===== src/rtl/auto_rts_pkg.sv =====
package auto_rts_pkg;
  localparam int unsigned NUM_TRIG = 4;
  typedef logic [$clog2(NUM_TRIG)-1:0] trig_sel_t;
endpackage


===== src/rtl/rts_trig_lut.sv =====
module rts_trig_lut
  import auto_rts_pkg::*;
#(
  parameter int unsigned DEPTH = 128,
  parameter int unsigned LVL0  = 8,
  parameter int unsigned LVL1  = 32,
  parameter int unsigned LVL2  = 64,
  parameter int unsigned LVL3  = 120,
  localparam int unsigned CNT_W = $clog2(DEPTH + 1)
) (
  input  trig_sel_t        sel_i,
  output logic [CNT_W-1:0] level_o,
  output logic [CNT_W-1:0] upper_o,
  output logic [CNT_W-1:0] lower_o
);
  localparam int unsigned LVLS [NUM_TRIG] = '{LVL0, LVL1, LVL2, LVL3};

  logic [CNT_W-1:0] lvl_tab [NUM_TRIG];
  logic [CNT_W-1:0] up_tab  [NUM_TRIG];
  logic [CNT_W-1:0] lo_tab  [NUM_TRIG];

  // neighbour table: top entry tops out at FIFO full, bottom entry floors at empty
  for (genvar g = 0; g < NUM_TRIG; g++) begin : g_tab
    assign lvl_tab[g] = CNT_W'(LVLS[g]);
    if (g == NUM_TRIG - 1) begin : g_top
      assign up_tab[g] = CNT_W'(DEPTH);
    end else begin : g_up
      assign up_tab[g] = CNT_W'(LVLS[g+1]);
    end
    if (g == 0) begin : g_bot
      assign lo_tab[g] = CNT_W'(1);
    end else begin : g_lo
      assign lo_tab[g] = CNT_W'(LVLS[g-1]);
    end
  end

  assign level_o = lvl_tab[sel_i];
  assign upper_o = up_tab[sel_i];
  assign lower_o = lo_tab[sel_i];
endmodule


===== src/rtl/rts_hyst.sv =====
module rts_hyst #(
  parameter int unsigned CNT_W = 8
) (
  input  logic             clk_i,
  input  logic             rst_ni,
  input  logic             auto_i,
  input  logic             sw_rts_i,
  input  logic [CNT_W-1:0] cnt_i,
  input  logic [CNT_W-1:0] upper_i,
  input  logic [CNT_W-1:0] lower_i,
  output logic             rts_n_o
);
  logic halt_q, halt_d, rts_n_q, rts_n_d;
  logic over_up, under_lo, in_band;

  assign over_up  = cnt_i >= upper_i;
  assign under_lo = cnt_i < lower_i;
  assign in_band  = !over_up && !under_lo;

  always_comb begin
    halt_d = halt_q;
    if (!auto_i)       halt_d = 1'b0;
    else if (over_up)  halt_d = 1'b1;
    else if (under_lo) halt_d = 1'b0;
  end

  assign rts_n_d = auto_i ? halt_d : !sw_rts_i;

  always_ff @(posedge clk_i or negedge rst_ni) begin
    if (!rst_ni) begin
      halt_q  <= 1'b0;
      rts_n_q <= 1'b1;
    end else begin
      halt_q  <= halt_d;
      rts_n_q <= rts_n_d;
    end
  end

  assign rts_n_o = rts_n_q;

  AST_RELEASE_ABOVE: assert property (@(posedge clk_i) disable iff (!rst_ni)
    (auto_i && over_up) |=> rts_n_o);
  AST_REASSERT_BELOW: assert property (@(posedge clk_i) disable iff (!rst_ni)
    (auto_i && under_lo) |=> !rts_n_o);
  AST_BAND_HOLD: assert property (@(posedge clk_i) disable iff (!rst_ni)
    (auto_i && in_band) |=> (halt_q == $past(halt_q)));
  AST_STATE_CLEAR: assert property (@(posedge clk_i) disable iff (!rst_ni)
    !auto_i |=> !halt_q);
endmodule


===== src/rtl/auto_rts_ctrl.sv =====
module auto_rts_ctrl
  import auto_rts_pkg::*;
#(
  parameter int unsigned DEPTH = 128,
  parameter int unsigned LVL0  = 8,
  parameter int unsigned LVL1  = 32,
  parameter int unsigned LVL2  = 64,
  parameter int unsigned LVL3  = 120,
  localparam int unsigned CNT_W = $clog2(DEPTH + 1)
) (
  input  logic             clk_i,
  input  logic             rst_ni,
  input  logic [CNT_W-1:0] fifo_cnt_i,
  input  logic [1:0]       trig_sel_i,
  input  logic             auto_rts_en_i,
  input  logic             sw_rts_i,
  output logic             rts_n_o,
  output logic             rx_irq_o
);
  logic [CNT_W-1:0] level, upper, lower;
  logic             irq_q;
  logic             auto_act;

  rts_trig_lut #(
    .DEPTH(DEPTH), .LVL0(LVL0), .LVL1(LVL1), .LVL2(LVL2), .LVL3(LVL3)
  ) u_lut (
    .sel_i   (trig_sel_t'(trig_sel_i)),
    .level_o (level),
    .upper_o (upper),
    .lower_o (lower)
  );

  // auto control only once software has requested RTS
  assign auto_act = auto_rts_en_i && sw_rts_i;

  rts_hyst #(.CNT_W(CNT_W)) u_hyst (
    .clk_i    (clk_i),
    .rst_ni   (rst_ni),
    .auto_i   (auto_act),
    .sw_rts_i (sw_rts_i),
    .cnt_i    (fifo_cnt_i),
    .upper_i  (upper),
    .lower_i  (lower),
    .rts_n_o  (rts_n_o)
  );

  always_ff @(posedge clk_i or negedge rst_ni) begin
    if (!rst_ni) irq_q <= 1'b0;
    else         irq_q <= fifo_cnt_i >= level;
  end

  assign rx_irq_o = irq_q;

  AST_GPO_FOLLOW: assert property (@(posedge clk_i) disable iff (!rst_ni)
    !auto_rts_en_i |=> (rts_n_o == !$past(sw_rts_i)));
  AST_IRQ_SET: assert property (@(posedge clk_i) disable iff (!rst_ni)
    (fifo_cnt_i >= level) |=> rx_irq_o);
  AST_IRQ_CLR: assert property (@(posedge clk_i) disable iff (!rst_ni)
    (fifo_cnt_i < level) |=> !rx_irq_o);
  AST_SW_GATE: assert property (@(posedge clk_i) disable iff (!rst_ni)
    !sw_rts_i |=> rts_n_o);
endmodule


===== config.mk =====
export PLATFORM = sky130hd
export DESIGN_NAME = auto_rts_ctrl
export DESIGN_NICKNAME = d
export VERILOG_FILES = /design/src/rtl/auto_rts_pkg.sv /design/src/rtl/rts_trig_lut.sv /design/src/rtl/rts_hyst.sv /design/src/rtl/auto_rts_ctrl.sv
export SDC_FILE = /design/constraint.sdc
export NUM_CORES = 1
export LEC_CHECK = 0
export BUFFER_PORTS_ARGS = -buffer_cell sky130_fd_sc_hd__buf_4
export CORE_MARGIN = 10
export CORE_UTILIZATION = 35
export CTS_BUF_LIST = sky130_fd_sc_hd__clkbuf_8 sky130_fd_sc_hd__clkbuf_16
export DETAILED_ROUTE_END_ITERATION = 12
export PLACE_DENSITY = 0.65
export SYNTH_ARGS = -nofsm -noshare
export SYNTH_HDL_FRONTEND = slang
export SYNTH_SLANG_ARGS = --single-unit

===== constraint.sdc =====
create_clock -name clk_i -period 2.8 [get_ports clk_i]
set_input_delay 0.28 -clock clk_i [delete_from_list [all_inputs] [get_ports clk_i]]
set_output_delay 0.28 -clock clk_i [all_outputs]
set_load 0.03 [all_outputs]

==> impl_metrics.tcl <==
set metrics [dict create \
    synthCells 51 \
    post-route-min-period_ns 1.84 \
    timing.critical_path.required_ns 2.92 \
    synthesized_area_per_cell_um2 9.54 \
    place.detailed.instances 81 \
    critical_path_arrival_ns 1.97 \
    initial_core_utilization_pct 37.4 \
    post-cts-setup-buffer-count 0 \
    dr.first_iter.drc_count 3 \
    detail_route.drc_violations 0 \
    max_stage_delay_ns 0.39 \
    fin_worst_skew_ns 0.00229 \
    layout-area-overhead-vs-synth_pct 38.3 \
    tritoncts_clock_tree "done" \
    synthDistinctLibCells 26 \
    synth-adder-area-share_pct 38.6 \
    antenna_found_initial 0 \
    ff2ff_setup_slack_ns 1.67 \
    ys_top_cells_by_area "ha_1 (39%), dfrtp_1 (10%), dfstp_2 (5.4%)" \
    vias 457 \
    boundaryPins 16 \
    floorplan.rows 13 \
    worstPathCellList "buf_4 > inv_1 > ha_1 > inv_1 > ha_1 > a21oi_1 > and2b_2 > o41ai_2 > nand3_1" \
    synth_xor_area_share_pct 1.80 \
    pre_cts_ws_ns 0.731 \
    clkSinkCount 3 \
    final_max_slew_viol_count 0 \
    viasPerCell 5.31 \
    routability_congestion 0.749 \
    timing_hold_violations_final 0 \
    static-leakage-power_nw 0.329 \
    drt_first_pass_iters 4 \
    synth_fp_nets 80 \
    finalSetupTns_ns 0 \
    design.die.area_mm2 0.00328 \
    transition_at_the_pin_with_the_smallest_max_transition_slack_ns 0.331 \
    cts.htree.levels 1 \
    grt_start_max_net_pins 6 \
    report.final.setup_viol 0 \
    filler_cell_count 127 \
    detail_route_antenna_nets 0 \
    placement.io_buffers 15 \
    drive_gt1_share_pct 33.8 \
    synth-simple-area-share_pct 18.8 \
    routedWlPerCell_um 13.7 \
    via_count_of_the_first_global_routing_pass 516 \
    cts_buffer_depth 2 \
    drv.max_cap_violation_count 0 \
    quantity_of_hold_fixing_buffers_added_after_cts 1 \
    gr-usage-all-layers_pct 7.61 \
    yosys.area.top_type_share_pct 38.6 \
    cts.repair.resized 0 \
    synth.yosys.seq_area_share_pct 15.7 \
    setup.worst_path.end_class "flop" \
    max_freq_mhz 542 \
    hold_crit_path_type "in -> reg" \
    compound_gate_portion_of_the_synthesized_area_pct 19.8 \
    total_standard_cell_area_after_synthesis_um2 487 \
    fin_util_pct 51.7 \
    synthMuxAreaShare_pct 0 \
    slew-limit-headroom_pct 77.7 \
    root_buffer "clkbuf_8" \
    timing.final.crit_share_pct 65.9 \
    post_layout_instance_count_excluding_filler_cells 86 \
    final.setup.worst_slack_ns 0.955 \
    outcome "completed" \
    worstSkewPairLatency_ns 0.22 \
    coreArea_mm2 0.00130 \
    grt_first_pass_wirelength_um 2080 \
    grt_overflow_total 0 \
    maximum_vdd_ir_drop_mv 0.135 \
    startpoint_type "input pin" \
    clkSlewWorstSetupHoldPaths_ns 0.03 \
    die_height_um 57.3 \
    antenna_cells 0 \
    timing.critical_path.slowest_stage_cell "o41ai_2" \
    ys_warn_count 0 \
    cts_buffers 3 \
    detailed_place_hpwl_um 1040 \
    final_net_count 101 \
    yosysTopAreaCell "ha_1" \
    number_of_register_bits_inferred_by_synthesis 3 \
    crit_path_max_fanout 4 \
    power-per-cell-area_mw_per_mm2 380 \
    p_total_mw 0.256 \
    synth_top_family_by_area "adder cells" \
    critPathKind "in -> reg" \
    die_width_um 57.3 \
    unrepaired_setup_endpoints_after_global_routing "false" \
    route.final.wire_length_um 1180 \
]
flip-flops by register name (all words and copies together), names as in the netlist:
signal,flops
rx_irq_o,1
u_hyst.halt_q,1
u_hyst.rts_n_o,1
logic make-up (layout without fill, tap and decap cells):
family / after synthesis / in the layout
AO/OA/AOI/OAI: 11 / 11
flip-flops: 3 / 3
adder cells (fa/ha/maj): 15 / 15
AND/OR/NAND/NOR: 14 / 14
buffers and inverters: 7 / 27
XOR/XNOR: 1 / 1
synth_stat cells:
library cell / n
a211oi_1: 1
a21boi_2: 1
a21oi_1: 2
a311oi_1: 1
a311oi_2: 1
a31oi_1: 1
and2b_2: 1
dfrtp_1: 2
dfstp_2: 1
ha_1: 15
inv_1: 7
nand2_1: 2
nand3_1: 2
nand3b_1: 1
nand4b_1: 1
nor2_1: 2
nor2b_1: 1
nor3_1: 1
nor4b_1: 1
nor4bb_1: 1
o211ai_1: 1
o21ai_0: 1
o31a_1: 1
o41ai_2: 1
or4_4: 1
xnor2_1: 1
critical path: cells and delay by family:
family	cells	cell delay [ns]
AND/OR/NAND/NOR	2	0.36
buffers and inverters	3	0.33
adder cells (fa/ha/maj)	2	0.48
AO/OA/AOI/OAI	2	0.52
worst paths after layout:
kind,from,to,cells past startpoint
max in group asynchronous,rst_ni,u_hyst.rts_n_o$_DFF_PN1_,2
worst min-delay path,sw_rts_i,u_hyst.rts_n_o$_DFF_PN1_,2
worst max register to register,u_hyst.halt_q$_DFF_PN0_,u_hyst.halt_q$_DFF_PN0_,4
worst min register to register,u_hyst.halt_q$_DFF_PN0_,u_hyst.rts_n_o$_DFF_PN1_,3
worst max-delay path,trig_sel_i[0],u_hyst.rts_n_o$_DFF_PN1_,9
min in group asynchronous,rst_ni,u_hyst.halt_q$_DFF_PN0_,2
where the power goes:
group,internal [mW],leakage (nW),switching (mW)
Sequential,0.0486,0.0343,0.00168
Combinational,0.0408,0.268,0.0413
Clock,0.0935,0.0269,0.0302
final cells by class:
class	instances	area [µm²]	area share (%)
Inverter	7	26.3	3.90
Tap cell	15	18.8	2.79
Multi-Input combinational cell	41	384	57.1
Timing Repair Buffer	16	123	18.2
Sequential cell	3	76.3	11.3
Clock buffer	3	41.3	6.13
Clock inverter	1	3.75	0.558
layout by cell type, fill, tap and decap left out, drive strengths merged, types with 2 or more instances in the layout:
| master | instances |
|---|---|
| clkbuf | 3 |
| ha | 15 |
| nand3 | 2 |
| nor2 | 2 |
| a311oi | 2 |
| buf | 15 |
| nand2 | 2 |
| a21oi | 2 |
| dfrtp | 2 |
| inv | 8 |
metrics by stage:
| stage | area [µm²] | hold WS, ns |
|---|---|---|
| floorplan | 487 | -0.0156 |
| CTS | 673 | 0.225 |
| global placement | 618 | 0.0694 |
| detailed placement | 618 | 0.0730 |
| finish | 673 | 0.220 |
| global route | 673 | 0.225 |
metal layers:
metal	up-vias	track usage (%)	routed length, µm	share of wire [%]
met5	-	0	0	0
met4	0	5.03	16	1.4
met3	2	3.32	79	6.7
met2	14	12.6	588	50
met1	213	7.61	491	42
li1	228	-	-	-
No activity file was read; power rests on OpenSTA's default activity.
